File: src/rtl/cwu_pkg.sv
// Shared types for the compare waveform unit.
package cwu_pkg;

    // Counting family selected by the waveform mode.
    typedef enum logic [1:0] {
        FAM_PLAIN = 2'd0,
        FAM_FAST  = 2'd1,
        FAM_PHASE = 2'd2
    } wave_fam_t;

    // Action applied to a channel's output flip-flop.
    typedef enum logic [1:0] {
        ACT_HOLD = 2'd0,
        ACT_SET  = 2'd1,
        ACT_CLR  = 2'd2,
        ACT_TGL  = 2'd3
    } wave_act_t;

endpackage

File: src/rtl/cwu_mode_decode.sv
// Maps the 3-bit waveform mode onto a counting family.
// Assumes: bit 0 clear means non-PWM (codes 4 and 6 fall here too);
// low bits 11 mean fast PWM and 01 mean phase-correct PWM.
module cwu_mode_decode
    import cwu_pkg::*;
(
    input  logic [2:0] wave_mode,
    output wave_fam_t  fam
);

    // Decode the counting family from the low mode bits.
    always_comb begin
        if (!wave_mode[0])      fam = FAM_PLAIN;
        else if (wave_mode[1])  fam = FAM_FAST;
        else                    fam = FAM_PHASE;
    end

endmodule

File: src/rtl/cwu_channel.sv
// One compare output channel: decides the action for this tick and holds
// the output flip-flop. TOGGLE_IN_PWM selects whether output mode 01 may
// toggle in PWM modes (when waveform-mode bit 2 is set) or is disconnected.
// Assumes: strobes and count are valid in the cycle tick is high.
module cwu_channel
    import cwu_pkg::*;
#(
    parameter int W             = 8,
    parameter bit TOGGLE_IN_PWM = 1'b1
) (
    input  logic         clk,
    input  logic         rst_n,
    input  logic         tick,
    input  logic [W-1:0] count,
    input  logic         count_up,
    input  logic         at_top,
    input  logic         at_bottom,
    input  logic [W-1:0] top_val,
    input  logic [W-1:0] cmp_val,
    input  logic [2:0]   wave_mode,
    input  wave_fam_t    fam,
    input  logic [1:0]   omode,
    input  logic         dir,
    output logic         wave,
    output logic         ovr,
    output logic         drv
);

    logic      toggle_ok;
    logic      top_hit;
    logic      match;
    wave_act_t act;

    // Work out whether code 01 is a live toggle in the current family.
    always_comb begin
        if (fam == FAM_PLAIN) toggle_ok = 1'b1;
        else                  toggle_ok = TOGGLE_IN_PWM && wave_mode[2];
    end

    // Connection status drives the override and the gated pad enable.
    always_comb begin
        ovr = (omode != 2'b00) && !((omode == 2'b01) && !toggle_ok);
        drv = ovr && dir;
    end

    // Compare-at-TOP special case and the qualified match event.
    always_comb begin
        top_hit = (fam != FAM_PLAIN) && omode[1] && (cmp_val == top_val);
        match   = tick && (count == cmp_val) && !top_hit;
    end

    // Pick the action for this cycle from family, output mode and events.
    always_comb begin
        act = ACT_HOLD;
        if (ovr && tick) begin
            unique case (fam)
                FAM_FAST: begin
                    if (at_bottom && omode[1])
                        act = omode[0] ? ACT_CLR : ACT_SET;
                    else if (match)
                        act = (omode == 2'b01) ? ACT_TGL :
                              (omode[0] ? ACT_SET : ACT_CLR);
                end
                FAM_PHASE: begin
                    if (top_hit && at_top)
                        act = omode[0] ? ACT_CLR : ACT_SET;
                    else if (match) begin
                        if (omode == 2'b01)
                            act = ACT_TGL;
                        else if (omode[0] ^ count_up)
                            act = ACT_CLR;
                        else
                            act = ACT_SET;
                    end
                end
                default: begin
                    if (match)
                        act = (omode == 2'b01) ? ACT_TGL :
                              (omode[0] ? ACT_SET : ACT_CLR);
                end
            endcase
        end
    end

    // Output flip-flop: synchronous reset, then apply the chosen action.
    always_ff @(posedge clk) begin
        if (!rst_n) begin
            wave <= 1'b0;
        end else begin
            unique case (act)
                ACT_SET: wave <= 1'b1;
                ACT_CLR: wave <= 1'b0;
                ACT_TGL: wave <= ~wave;
                default: wave <= wave;
            endcase
        end
    end

    a_r1_reset_clears: assert property (@(posedge clk)
        !rst_n |=> !wave);

    a_r3_hold_when_off: assert property (@(posedge clk) disable iff (!rst_n)
        rst_n && !ovr |=> $stable(wave));

    a_r10_no_tick_hold: assert property (@(posedge clk) disable iff (!rst_n)
        rst_n && !tick |=> $stable(wave));

    a_r2_drive_needs_dir: assert property (@(posedge clk) disable iff (!rst_n)
        !dir |-> !drv);

    a_r4_plain_set: assert property (@(posedge clk) disable iff (!rst_n)
        rst_n && tick && fam == FAM_PLAIN && omode == 2'b11
        && count == cmp_val |=> wave);

    a_r5_fast_bottom_set: assert property (@(posedge clk) disable iff (!rst_n)
        rst_n && tick && at_bottom && fam == FAM_FAST && omode == 2'b10 |=> wave);

    a_r11_bottom_beats_match: assert property (@(posedge clk) disable iff (!rst_n)
        rst_n && tick && at_bottom && fam == FAM_FAST && omode == 2'b11
        && count == cmp_val |=> !wave);

endmodule

File: src/rtl/cwu_top.sv
// Dual-channel compare output waveform unit. Channel A (index 0) allows
// the PWM toggle on code 01; channel B (index 1) treats it as reserved.
// Assumes: an external counter supplies count, direction and boundary strobes.
module cwu_top
    import cwu_pkg::*;
#(
    parameter int W = 8
) (
    input  logic         clk,
    input  logic         rst_n,
    input  logic         tick,
    input  logic [W-1:0] count,
    input  logic         count_up,
    input  logic         at_top,
    input  logic         at_bottom,
    input  logic [W-1:0] top_val,
    input  logic [W-1:0] cmp_a,
    input  logic [W-1:0] cmp_b,
    input  logic [2:0]   wave_mode,
    input  logic [1:0]   omode_a,
    input  logic [1:0]   omode_b,
    input  logic         dir_a,
    input  logic         dir_b,
    output logic         wave_a,
    output logic         wave_b,
    output logic         ovr_a,
    output logic         ovr_b,
    output logic         drv_a,
    output logic         drv_b
);

    localparam int NCH = 2;

    wave_fam_t      fam;
    logic [W-1:0]   cmp_v  [NCH];
    logic [1:0]     mode_v [NCH];
    logic [NCH-1:0] dir_v, wave_v, ovr_v, drv_v;

    // Gather per-channel inputs into arrays for the generate loop.
    always_comb begin
        cmp_v[0]  = cmp_a;
        cmp_v[1]  = cmp_b;
        mode_v[0] = omode_a;
        mode_v[1] = omode_b;
        dir_v     = {dir_b, dir_a};
    end

    cwu_mode_decode u_dec (
        .wave_mode (wave_mode),
        .fam       (fam)
    );

    for (genvar i = 0; i < NCH; i++) begin : g_ch
        cwu_channel #(
            .W             (W),
            .TOGGLE_IN_PWM (i == 0)
        ) u_ch (
            .clk       (clk),
            .rst_n     (rst_n),
            .tick      (tick),
            .count     (count),
            .count_up  (count_up),
            .at_top    (at_top),
            .at_bottom (at_bottom),
            .top_val   (top_val),
            .cmp_val   (cmp_v[i]),
            .wave_mode (wave_mode),
            .fam       (fam),
            .omode     (mode_v[i]),
            .dir       (dir_v[i]),
            .wave      (wave_v[i]),
            .ovr       (ovr_v[i]),
            .drv       (drv_v[i])
        );
    end

    // Route the channel results to the named ports.
    always_comb begin
        wave_a = wave_v[0];
        wave_b = wave_v[1];
        ovr_a  = ovr_v[0];
        ovr_b  = ovr_v[1];
        drv_a  = drv_v[0];
        drv_b  = drv_v[1];
    end

    a_r8_b_reserved_off: assert property (@(posedge clk) disable iff (!rst_n)
        wave_mode[0] && omode_b == 2'b01 |-> !ovr_b);

endmodule

File: config.mk
export PLATFORM = sky130hd
export DESIGN_NAME = cwu_top
export DESIGN_NICKNAME = d
export VERILOG_FILES = /design/src/rtl/cwu_pkg.sv /design/src/rtl/cwu_mode_decode.sv /design/src/rtl/cwu_channel.sv /design/src/rtl/cwu_top.sv
export SDC_FILE = /design/constraint.sdc
export NUM_CORES = 1
export LEC_CHECK = 0
export CORE_MARGIN = 2
export CORE_UTILIZATION = 35
export DETAILED_ROUTE_END_ITERATION = 10
export GPL_TIMING_DRIVEN = 0
export PLACE_DENSITY = 0.78
export SETUP_SLACK_MARGIN = 0.4
export SLEW_MARGIN = 20
export SYNTH_ARGS = -nofsm -noshare
export SYNTH_HDL_FRONTEND = slang
export SYNTH_SLANG_ARGS = --single-unit
File: constraint.sdc
create_clock -name clk -period 2.3 [get_ports clk]
set_input_delay 0.69 -clock clk [delete_from_list [all_inputs] [get_ports clk]]
set_output_delay 0.69 -clock clk [all_outputs]
set_load 0.02 [all_outputs]
==> flow_summary.yaml <==
worst_setup_path:
  required_ns: 1.61
  reg2regPathDepth: 4
  cp_top_family: "simple AND/OR/NAND/NOR gates"
  path_cells: "buf_6 -> or2b_1 -> a21o_1 -> and2_4 -> buf_6"
  cp.arrival_ns: 1.42
  cp_num_buf_inv: 2
  cp_slowest_cell: "or2b_1"
  path_common_cell: "buf_6"
  criticalPathCategory: "input pin to primary output"
  cp-start-kind: "input pin"
  crit_fanout: 2
  cpPeakStageDelay_ns: 0.21
  cp_num_cells: 5
  endpoint_kind: "primary output"
timing:
  fin_crit_ns: 2.11
  max_freq_ghz: 0.474
  slew_violations: 0
  worstMarginPinSlew_ns: 0.398
  relSlewSlack: 0.731
  hold_violations: 0
  final.period_utilization: 0.917
  rsz0062_at_grt: "yes"
  clock_skew_ns: 0
  hold-worst-slack_ns: 0.578
  setup_viol: 0
floorplan:
  dieArea_sq_um: 2550
  core-area_sq_um: 2000
  die_w_microns: 50.5
  dieHeight_microns: 50.5
  start_util: 0.378
  row_count: 16
  ios: 53
synthesis:
  syn_inst: 109
  yosysTopAreaCellShare: 0.267
  ys_seq_elements: 2
  netlist_area_sq_um: 756
  ys_seq_area_frac: 0.0530
  syn_nets: 156
  synth_cell_type_count: 35
  synth_top_area_cell: "xnor2_1"
  synth_warnings: 0
  netlist_top_cells_area: "xnor2_1 27%, xor2_1 10%, dfxtp_1 5.3%, nand2_1 4.5%, nand4_1 4.1%"
  synth_area_per_cell_sq_um: 6.93
clock_network:
  clockRootBuffer: "clkbuf_4"
  clk_latency_ns: 0.23
  h-tree-depth: 1
  clk_path_buf_depth: 2
  hold_buffers: 0
  cts_tree: "done"
  cts_buffers: 3
  clock_sinks: 2
  path_clk_slew_ns: 0.03
pwr:
  power_per_cell_area_nw_per_um2: 240
  ir_worst_vdd_mv: 0.143
  leakage_nw: 0.677
drt:
  drcViolationCount: 0
  wl_per_cell_microns: 14.0
  drtIter0Drc: 11
  viasPerCell: 5.37
  drt_pass1_iterations: 5
  wirelength_microns: 2830
  postRouteAntennaNets: 0
  num_vias: 1091
layout:
  antennaDiodeCount: 0
  reg.largest.list: "g_ch.u_ch.wave (2)"
  synthToLayoutAreaGrowth_pct: 111
  largest_register_ff_count: 2
  layout_common_cells: "17 x buf_6, 15 x xnor2_1, 14 x buf_4, 10 x dlygate4sd2_1, 8 x xor2_1"
  final_nets: 225
  final_util: 0.795
  final_common_cell: "buf_6"
  drive_gt1_frac: 0.438
  regMostFlops: "g_ch.u_ch.wave"
global_routing:
  antenna_found_initial: 0
  grt_max_degree: 11
  track_usage: 0.215
  grt_pass1_wl_microns: 4280
  grt_pass1_vias: 1050
  overflow: 0
min_path:
  hold_class: "flip-flop to flip-flop"
  holdPathStages: 2
placed_design:
  place_congestion: 0.896
  dpl.hpwl_microns: 2020
  portBuffers: 48
run_status:
  outcome: "completed"
flow_run:
  drv_cap: 0
[worst min-delay path: cells and delay by family (launching register included)]
family,cells,cell delay (ns)
AO/OA/AOI/OAI,1,0.13
flip-flops,1,0.33
AND/OR/NAND/NOR,1,0.06
[area by class of cell]
| class | count | area, sq um |
|---|---|---|
| well taps | 27 | 33.8 |
| inverters | 3 | 13.8 |
| fillers | 128 | 410 |
| flip-flops and latches | 2 | 40.0 |
| multi-input cells | 100 | 848 |
| clock buffers | 3 | 22.5 |
| plain buffers | 4 | 26.3 |
| repair buffers | 64 | 607 |
[cell families after synthesis]
logic type,synth area share
AO/OA/AOI/OAI,0.204
XOR/XNOR,0.371
buffers and inverters,0.0348
flip-flops,0.0530
multiplexers,0.0132
AND/OR/NAND/NOR,0.325
[final timing paths]
path	startpoint	to	slack, ns
setup / recovery	wave_mode[2]	drv_a	0.19
hold / removal	g_ch[1].u_ch.wave$_SDFFE_PN0P_	g_ch[1].u_ch.wave$_SDFFE_PN0P_	0.58
setup reg to reg	g_ch[0].u_ch.wave$_SDFFE_PN0P_	g_ch[0].u_ch.wave$_SDFFE_PN0P_	1.27
hold reg to reg	g_ch[1].u_ch.wave$_SDFFE_PN0P_	g_ch[1].u_ch.wave$_SDFFE_PN0P_	0.58
[synthesized netlist by cell type]
master	n
o22a_1	1
o21ai_0	5
nor2_1	6
a31oi_1	2
nand4b_1	1
a41oi_1	1
clkbuf_1	4
mux2i_1	1
o211ai_1	1
xnor2_1	23
a211o_1	2
xor2_1	9
or2b_1	1
nor3_1	5
and2_1	2
o2111ai_1	1
nor4b_1	1
o311ai_0	1
nand2_1	9
nor4_2	1
nand4_1	5
nor2b_1	3
a21boi_0	1
or4_4	1
nand3_1	4
dfxtp_1	2
o311ai_1	1
inv_1	3
nor3b_1	1
nand2_2	1
o31ai_1	1
and3_1	2
a21o_1	1
nor4_1	1
a21oi_1	5
[metal layers]
| layer | GRT usage | vias to the layer above | share of wire |
|---|---|---|---|
| li1 | - | 531 | - |
| met1 | 0.231 | 486 | 0.37 |
| met2 | 0.410 | 65 | 0.53 |
| met3 | 0.0268 | 9 | 0.067 |
| met4 | 0.0991 | 0 | 0.031 |
| met5 | 0 | - | 0 |
[where the power goes]
part	total, W	internal [W]	switching, W
Sequential	0.0000356	0.0000353	0.000000273
Clock	0.0000795	0.0000576	0.0000219
Combinational	0.000267	0.000152	0.000115
[per-stage QoR]
step	cells	TNS [ns]	worst slack, ns	instance area [sq um]	total power [W]
6_report	203	0	0.191	1590	0.000382
5_1_grt	203	0	0.144	1590	0.000404
4_1_cts	199	0	0.153	1450	0.000349
3_5_place_dp	184	-3.36	-0.793	1280	0.000249
3_3_place_gp	184	-3.32	-0.804	1280	0.000246
2_1_floorplan	109	0	0.296	764	0.000131
[what timing repair did]
action | CTS | global route
pin swaps | 35 | 12
endpoints found under the setup margin | 7 | 6
gates resized for setup | 173 | 25
buffers inserted | 12 | 4
(Power assumes the default switching activity.)
